===== config.mk =====
export PLATFORM = sky130hd
export DESIGN_NAME = sbfe_top
export DESIGN_NICKNAME = d
export VERILOG_FILES = /design/src/rtl/sbfe_pkg.sv /design/src/rtl/sbfe_crc8.sv /design/src/rtl/sbfe_resp.sv /design/src/rtl/sbfe_top.sv
export SDC_FILE = /design/constraint.sdc
export NUM_CORES = 1
export LEC_CHECK = 0
export CAP_MARGIN = 15
export CORE_ASPECT_RATIO = 0.7
export CORE_MARGIN = 4
export CORE_UTILIZATION = 60
export CTS_BUF_LIST = sky130_fd_sc_hd__clkbuf_4 sky130_fd_sc_hd__clkbuf_8 sky130_fd_sc_hd__clkbuf_16
export DETAILED_ROUTE_END_ITERATION = 12
export GPL_TIMING_DRIVEN = 1
export HOLD_SLACK_MARGIN = 0.1
export PLACE_DENSITY = 0.83
export SLEW_MARGIN = 20
export SYNTH_ARGS = -nofsm -noshare
export SYNTH_HDL_FRONTEND = slang
export SYNTH_SLANG_ARGS = --single-unit

===== constraint.sdc =====
create_clock -name clk_i -period 3.1 [get_ports clk_i]
set_input_delay 0.62 -clock clk_i [delete_from_list [all_inputs] [get_ports clk_i]]
set_output_delay 0.62 -clock clk_i [all_outputs]
set_load 0.01 [all_outputs]

===== src/rtl/sbfe_pkg.sv =====
package sbfe_pkg;
  typedef enum logic [2:0] {
    ST_ADDR, ST_WLEN, ST_RLEN, ST_WDATA, ST_WFCS, ST_ACK, ST_DATA, ST_RFCS
  } sbfe_state_e;

  typedef enum logic [1:0] {CMD_PING, CMD_INFO, CMD_BAD} sbfe_cmd_e;

  function automatic logic [7:0] crc8_step(logic [7:0] crc, logic [7:0] d,
                                           logic [7:0] poly);
    logic [7:0] c;
    c = crc ^ d;
    for (int i = 0; i < 8; i++) c = c[7] ? ((c << 1) ^ poly) : (c << 1);
    return c;
  endfunction
endpackage


===== src/rtl/sbfe_crc8.sv =====
module sbfe_crc8 #(
  parameter logic [7:0] POLY = 8'h07
) (
  input  logic       clk_i,
  input  logic       rst_ni,
  input  logic       start_i,
  input  logic       en_i,
  input  logic [7:0] data_i,
  output logic [7:0] crc_o
);
  import sbfe_pkg::*;
  logic [7:0] crc_q;

  // start_i seeds the block from zero on its first byte
  always_ff @(posedge clk_i or negedge rst_ni) begin
    if (!rst_ni) crc_q <= 8'h00;
    else if (en_i) crc_q <= crc8_step(start_i ? 8'h00 : crc_q, data_i, POLY);
  end

  assign crc_o = crc_q;
endmodule


===== src/rtl/sbfe_resp.sv =====
module sbfe_resp #(
  parameter int         INFO_LEN    = 8,
  parameter logic [7:0] REV_ID      = 8'h41,
  parameter logic [7:0] NUM_DOMAINS = 8'h02,
  parameter logic [7:0] ERR_CODE    = 8'h80,
  localparam int        IDX_W       = (INFO_LEN > 1) ? $clog2(INFO_LEN) : 1
) (
  input  sbfe_pkg::sbfe_cmd_e cmd_i,
  input  logic [IDX_W-1:0]    idx_i,
  output logic [7:0]          byte_o,
  output logic                last_o
);
  import sbfe_pkg::*;
  localparam logic [IDX_W-1:0] LAST_IDX = IDX_W'(INFO_LEN - 1);

  always_comb begin
    byte_o = 8'h00;
    last_o = 1'b1;
    unique case (cmd_i)
      CMD_INFO: begin
        last_o = (idx_i == LAST_IDX);
        if (idx_i == '0) byte_o = REV_ID;
        else if (idx_i == IDX_W'(1)) byte_o = NUM_DOMAINS;
      end
      CMD_BAD: byte_o = ERR_CODE;
      default: byte_o = 8'h00;
    endcase
  end
endmodule


===== src/rtl/sbfe_top.sv =====
module sbfe_top #(
  parameter int         INFO_LEN    = 8,
  parameter logic [7:0] REV_ID      = 8'h41,
  parameter logic [7:0] NUM_DOMAINS = 8'h02,
  parameter logic [7:0] ERR_CODE    = 8'h80,
  parameter logic [7:0] CRC_POLY    = 8'h07
) (
  input  logic       clk_i,
  input  logic       rst_ni,
  input  logic [7:0] dev_addr_i,
  input  logic       rx_valid_i,
  input  logic [7:0] rx_data_i,
  output logic       rx_ready_o,
  output logic       tx_valid_o,
  output logic [7:0] tx_data_o,
  input  logic       tx_ready_i,
  output logic       fcs_err_o
);
  import sbfe_pkg::*;
  localparam int IDX_W = (INFO_LEN > 1) ? $clog2(INFO_LEN) : 1;
  localparam logic [7:0] INFO_RLEN = 8'(INFO_LEN);

  sbfe_state_e      state_q;
  sbfe_cmd_e        cmd_q, cmd_d;
  logic             skip_q, err_q;
  logic [7:0]       wlen_q, cnt_q;
  logic [IDX_W-1:0] idx_q;
  logic [7:0]       wcrc, rcrc, resp_byte;
  logic             resp_last, rx_fire, tx_fire;

  assign rx_ready_o = (state_q inside {ST_ADDR, ST_WLEN, ST_RLEN, ST_WDATA, ST_WFCS});
  assign tx_valid_o = (state_q inside {ST_ACK, ST_DATA, ST_RFCS});
  assign rx_fire    = rx_valid_i && rx_ready_o;
  assign tx_fire    = tx_valid_o && tx_ready_i;
  assign fcs_err_o  = err_q;

  sbfe_crc8 #(.POLY(CRC_POLY)) u_wcrc (
    .clk_i, .rst_ni,
    .start_i(state_q == ST_ADDR),
    .en_i   (rx_fire && state_q != ST_WFCS),
    .data_i (rx_data_i),
    .crc_o  (wcrc)
  );

  sbfe_crc8 #(.POLY(CRC_POLY)) u_rcrc (
    .clk_i, .rst_ni,
    .start_i(idx_q == '0),
    .en_i   (tx_fire && state_q == ST_DATA),
    .data_i (resp_byte),
    .crc_o  (rcrc)
  );

  sbfe_resp #(
    .INFO_LEN(INFO_LEN), .REV_ID(REV_ID),
    .NUM_DOMAINS(NUM_DOMAINS), .ERR_CODE(ERR_CODE)
  ) u_resp (
    .cmd_i(cmd_q), .idx_i(idx_q), .byte_o(resp_byte), .last_o(resp_last)
  );

  // command is picked from the length pair while read length arrives
  always_comb begin
    if (wlen_q == 8'h00 && rx_data_i == 8'h00)   cmd_d = CMD_PING;
    else if (wlen_q == 8'h01 && rx_data_i == INFO_RLEN) cmd_d = CMD_INFO;
    else                                         cmd_d = CMD_BAD;
  end

  always_comb begin
    unique case (state_q)
      ST_ACK:  tx_data_o = wcrc;
      ST_DATA: tx_data_o = resp_byte;
      ST_RFCS: tx_data_o = rcrc;
      default: tx_data_o = 8'h00;
    endcase
  end

  always_ff @(posedge clk_i or negedge rst_ni) begin
    if (!rst_ni) begin
      state_q <= ST_ADDR;
      cmd_q   <= CMD_PING;
      skip_q  <= 1'b0;
      err_q   <= 1'b0;
      wlen_q  <= 8'h00;
      cnt_q   <= 8'h00;
      idx_q   <= '0;
    end else begin
      unique case (state_q)
        ST_ADDR: if (rx_fire) begin
          skip_q  <= (rx_data_i != dev_addr_i);
          err_q   <= 1'b0;
          state_q <= ST_WLEN;
        end
        ST_WLEN: if (rx_fire) begin
          wlen_q  <= rx_data_i;
          state_q <= ST_RLEN;
        end
        ST_RLEN: if (rx_fire) begin
          cmd_q   <= cmd_d;
          cnt_q   <= wlen_q;
          state_q <= (wlen_q == 8'h00) ? ST_WFCS : ST_WDATA;
        end
        ST_WDATA: if (rx_fire) begin
          cnt_q <= cnt_q - 8'd1;
          if (cnt_q == 8'd1) state_q <= ST_WFCS;
        end
        ST_WFCS: if (rx_fire) begin
          if (skip_q) state_q <= ST_ADDR;
          else if (rx_data_i == wcrc) state_q <= ST_ACK;
          else begin
            err_q   <= 1'b1;
            state_q <= ST_ADDR;
          end
        end
        ST_ACK: if (tx_fire) begin
          idx_q   <= '0;
          state_q <= (cmd_q == CMD_PING) ? ST_ADDR : ST_DATA;
        end
        ST_DATA: if (tx_fire) begin
          idx_q <= idx_q + IDX_W'(1);
          if (resp_last) state_q <= ST_RFCS;
        end
        ST_RFCS: if (tx_fire) state_q <= ST_ADDR;
        default: state_q <= ST_ADDR;
      endcase
    end
  end
endmodule


==> metrics.md <==
| Metric | Value |
|---|---|
| Leakage | 1.516 nW |
| Worst-path fanout max | 15 |
| Worst slew pin tran | 621.9 ps |
| Yosys cell types | 52 |
| Min Tclk post-route | 2878 ps |
| GP Congestion | 0.9248 |
| Ant diodes | 0 |
| Flops & latches, synth | 42 |
| GR Util All Layers | 0.2592 |
| Final hold slack | 300.8 ps |
| Layout cells sized above 1 | 0.08867 |
| Total gr overflow | 0 |
| CP Cell Sequence | nand2b_1, nor4_1, a21oi_1, nor2_1, clkdlybuf4s50_1 |
| Core Area | 5258 sq um |
| Initial antenna violation count | 0 |
| Setup TNS | 0 ps |
| Post-detailed-route count of antenna-violating nets | 0 |
| Mapped Cells | 388 |
| Worst skew pair latency | 310 ps |
| Syn_nets | 417 |
| Pin count of the biggest net entering global routing | 43 |
| Crit Path Class | flip-flop to output port |
| Setup Skew | 7.585 ps |
| Syn Std Cell Area | 3273 sq um |
| Area growth syn-to-layout | 12.73% |
| Die outline width | 96.28 um |
| Flop-to-flop setup slack | 760 ps |
| Max-cap viol count | 0 |
| Final instance area | 3690 sq um |
| Pre-Repair DR Iteration Count | 5 |
| Die Ht | 69.80 um |
| Worst slack, placed | 504.2 ps |
| Crit. End Element | output port |
| Startpoint types | flip-flop |
| Int Pwr | 1.946 mW |
| CTS buffer count | 5 |
| Maximum VDD drop | 0.0004962 V |
| CTS tree | yes |
| Final HPWL DP | 6016 um |
| Part of the power in combinational logic | 0.569 |
| CTS Buffer Depth | 2 |
| CP required | 2480 ps |
| H-tree Lvls | 2 |
| Clock Power Share | 0.097 |
| Slew Viols, Final | 0 |
| Post-synthesis sequential area ratio | 0.3211 |
| Via count | 2849 |
| Global-route wire length before repair | 13590 um |
| I/O Pins | 31 |
| Worst Reg-to-Reg Cells | 5 |
| Vias per cell | 5.960 |
| Placed cell count | 471 |
| Nets | 435 |
| Slowest CP cell | dfrtp_1 |
| Clock root cell | clkbuf_8 |
| Drt drc | 0 |
| Number of global-route vias before repair | 2764 |
| Initial drt markers | 212 |
| Starting density of the core | 0.6226 |
| Fill count | 416 |
| Unrepaired setup endpoints after global routing | no |
| FF-to-FF End | u_wcrc.crc_o[4] |
| Sequential power share | 0.333 |
| Final hold violations | 0 |
| Clk pin slew, worst setup/hold paths | 80 ps |
| Die area | 6720 sq um |
| Tcrit/Tclk final | 0.9285 |
| Hold WC Path Type | input pin to async pin |
| Switching Fraction | 0.4585 |
| Critical Path AT | 2260 ps |
| DRT Wirelength | 8063 um |
| Slew headroom | 0.5816 |
| Final worst slack | 221.8 ps |
| Synth Flop Type | dfrtp_1 |
| F_max | 347.4 MHz |
| Final std cells w/o fill | 478 |
| Placed Area | 3608 sq um |
| FFs w/ async S/R, synth | 1.000 |
| Post-CTS Setup Inserts | 0 |
| # rows | 22 |
| Synth Area per Inst | 8.436 sq um |
| Final setup fails | 0 |
| Num Clock Sinks | 42 |
| Count of hold-fix buffers inserted at cts | 0 |
| Routed wire length per instance | 16.87 um |
| Yosys warns | 0 |
| Psw | 1.648 mW |
| Post-synth EDFFs | 0 |
| PD cells | 973.9 nW/um^2 |
| Largest stage delay on the critical path | 700 ps |
| Outcome | finished clean |
| FF-to-FF Start | state_q[1] |
| Input/output buffers | 30 |
| Post-CTS sizing | 0 |
[stage by stage]
step	utilization	power, mW
finish	0.7018	3.594
global route	0.7018	3.879
CTS	0.7013	3.574
detailed placement	0.6863	3.211
global placement	0.6863	3.125
floorplan	-	2.716
[how the worst max path moves through the flow]
| stage | depth (start not counted) | start | end |
|---|---|---|---|
| floorplan | 6 | idx_q[0] | tx_data_o[0] |
| global placement | 4 | rx_valid_i | wlen_q[1] |
| detailed placement | 4 | rx_valid_i | wlen_q[4] |
| CTS | 5 | state_q[1] | tx_data_o[1] |
| global route | 5 | state_q[1] | tx_data_o[1] |
| finish | 5 | state_q[1] | tx_data_o[1] |
[layout by cell type (no fill, tap or decap), types with 9 or more instances in the layout]
cell type        count
xnor2_1             41
clkdlybuf4s50_1     29
mux2i_1             12
nand2b_1             9
nor2_1              38
nand3_1             11
o21ai_0             27
buf_4               10
mux2_2              12
nand2_1             35
nor3_1              14
a21oi_1             16
ha_1                 9
inv_1               13
dfrtp_1             42
[cells in the mapped netlist (7+ instances only)]
library cell  count  area [sq um]
dfrtp_1          42          1051
xnor2_1          41         359.1
nor2_1           38         142.6
nand2_1          35         131.4
o21ai_0          27         135.1
clkbuf_1         22         82.58
a21oi_1          16         80.08
nor3_1           14         70.07
inv_1            13         48.80
mux2_2           12         135.1
mux2i_1          12         120.1
nand3_1          11         55.05
ha_1              9         112.6
nand2b_1          9         56.30
xor2_1            8         70.07
nor4_1            7         43.79
[final cells by class]
cell class	instances	area [sq um]	share of cell area
flip-flops and latches	42	1051	0.2848
multi-input cells	305	2056	0.5571
repair buffers	39	365.4	0.09902
clock buffers	5	68.82	0.01865
inverters	13	48.80	0.01322
well taps	72	90.09	0.02442
clock inverters	2	10.01	0.002713
[state kept, by name, indices dropped and copies added, names as in the netlist]
register	count
cmd_q	2
state_q	3
cnt_q	8
u_rcrc.crc_o	8
u_wcrc.crc_o	8
skip_q	1
fcs_err_o	1
wlen_q	8
idx_q	3
[power groups by stage]
stage               registers, mW  clock network, mW  logic (mW)
detailed placement           1.20                  0        2.01
CTS                          1.19              0.358        2.03
global placement             1.18                  0        1.95
finish                       1.20              0.350        2.05
floorplan                   0.980                  0        1.74
global route                 1.24              0.380        2.26
[cell families (layout without fill, tap and decap cells)]
logic type | Yosys count | count (layout) | synth area share
AND/OR/NAND/NOR | 145 | 145 | 0.2194
AO/OA/AOI/OAI | 75 | 75 | 0.1445
XOR/XNOR | 51 | 51 | 0.1449
flip-flops | 42 | 42 | 0.3211
buffers and inverters | 41 | 59 | 0.05084
multiplexers | 25 | 25 | 0.08486
adder cells (fa/ha/maj) | 9 | 9 | 0.03440
[routing by layer]
layer	GRT usage	share of wire	vias up
met1	0.3711	0.46	1344
li1	-	-	1391
met3	0.06399	0.071	12
met4	0.06625	0.013	0
met5	0	0	-
met2	0.3894	0.46	102
[worst max-delay path, delay by kind of cell, from the launching register on]
kind | cells | cell delay (ps)
compound gates | 1 | 70
buf+inv | 1 | 550
flops | 1 | 700
simple gates | 3 | 630
No activity file was read; power rests on OpenSTA's default activity.
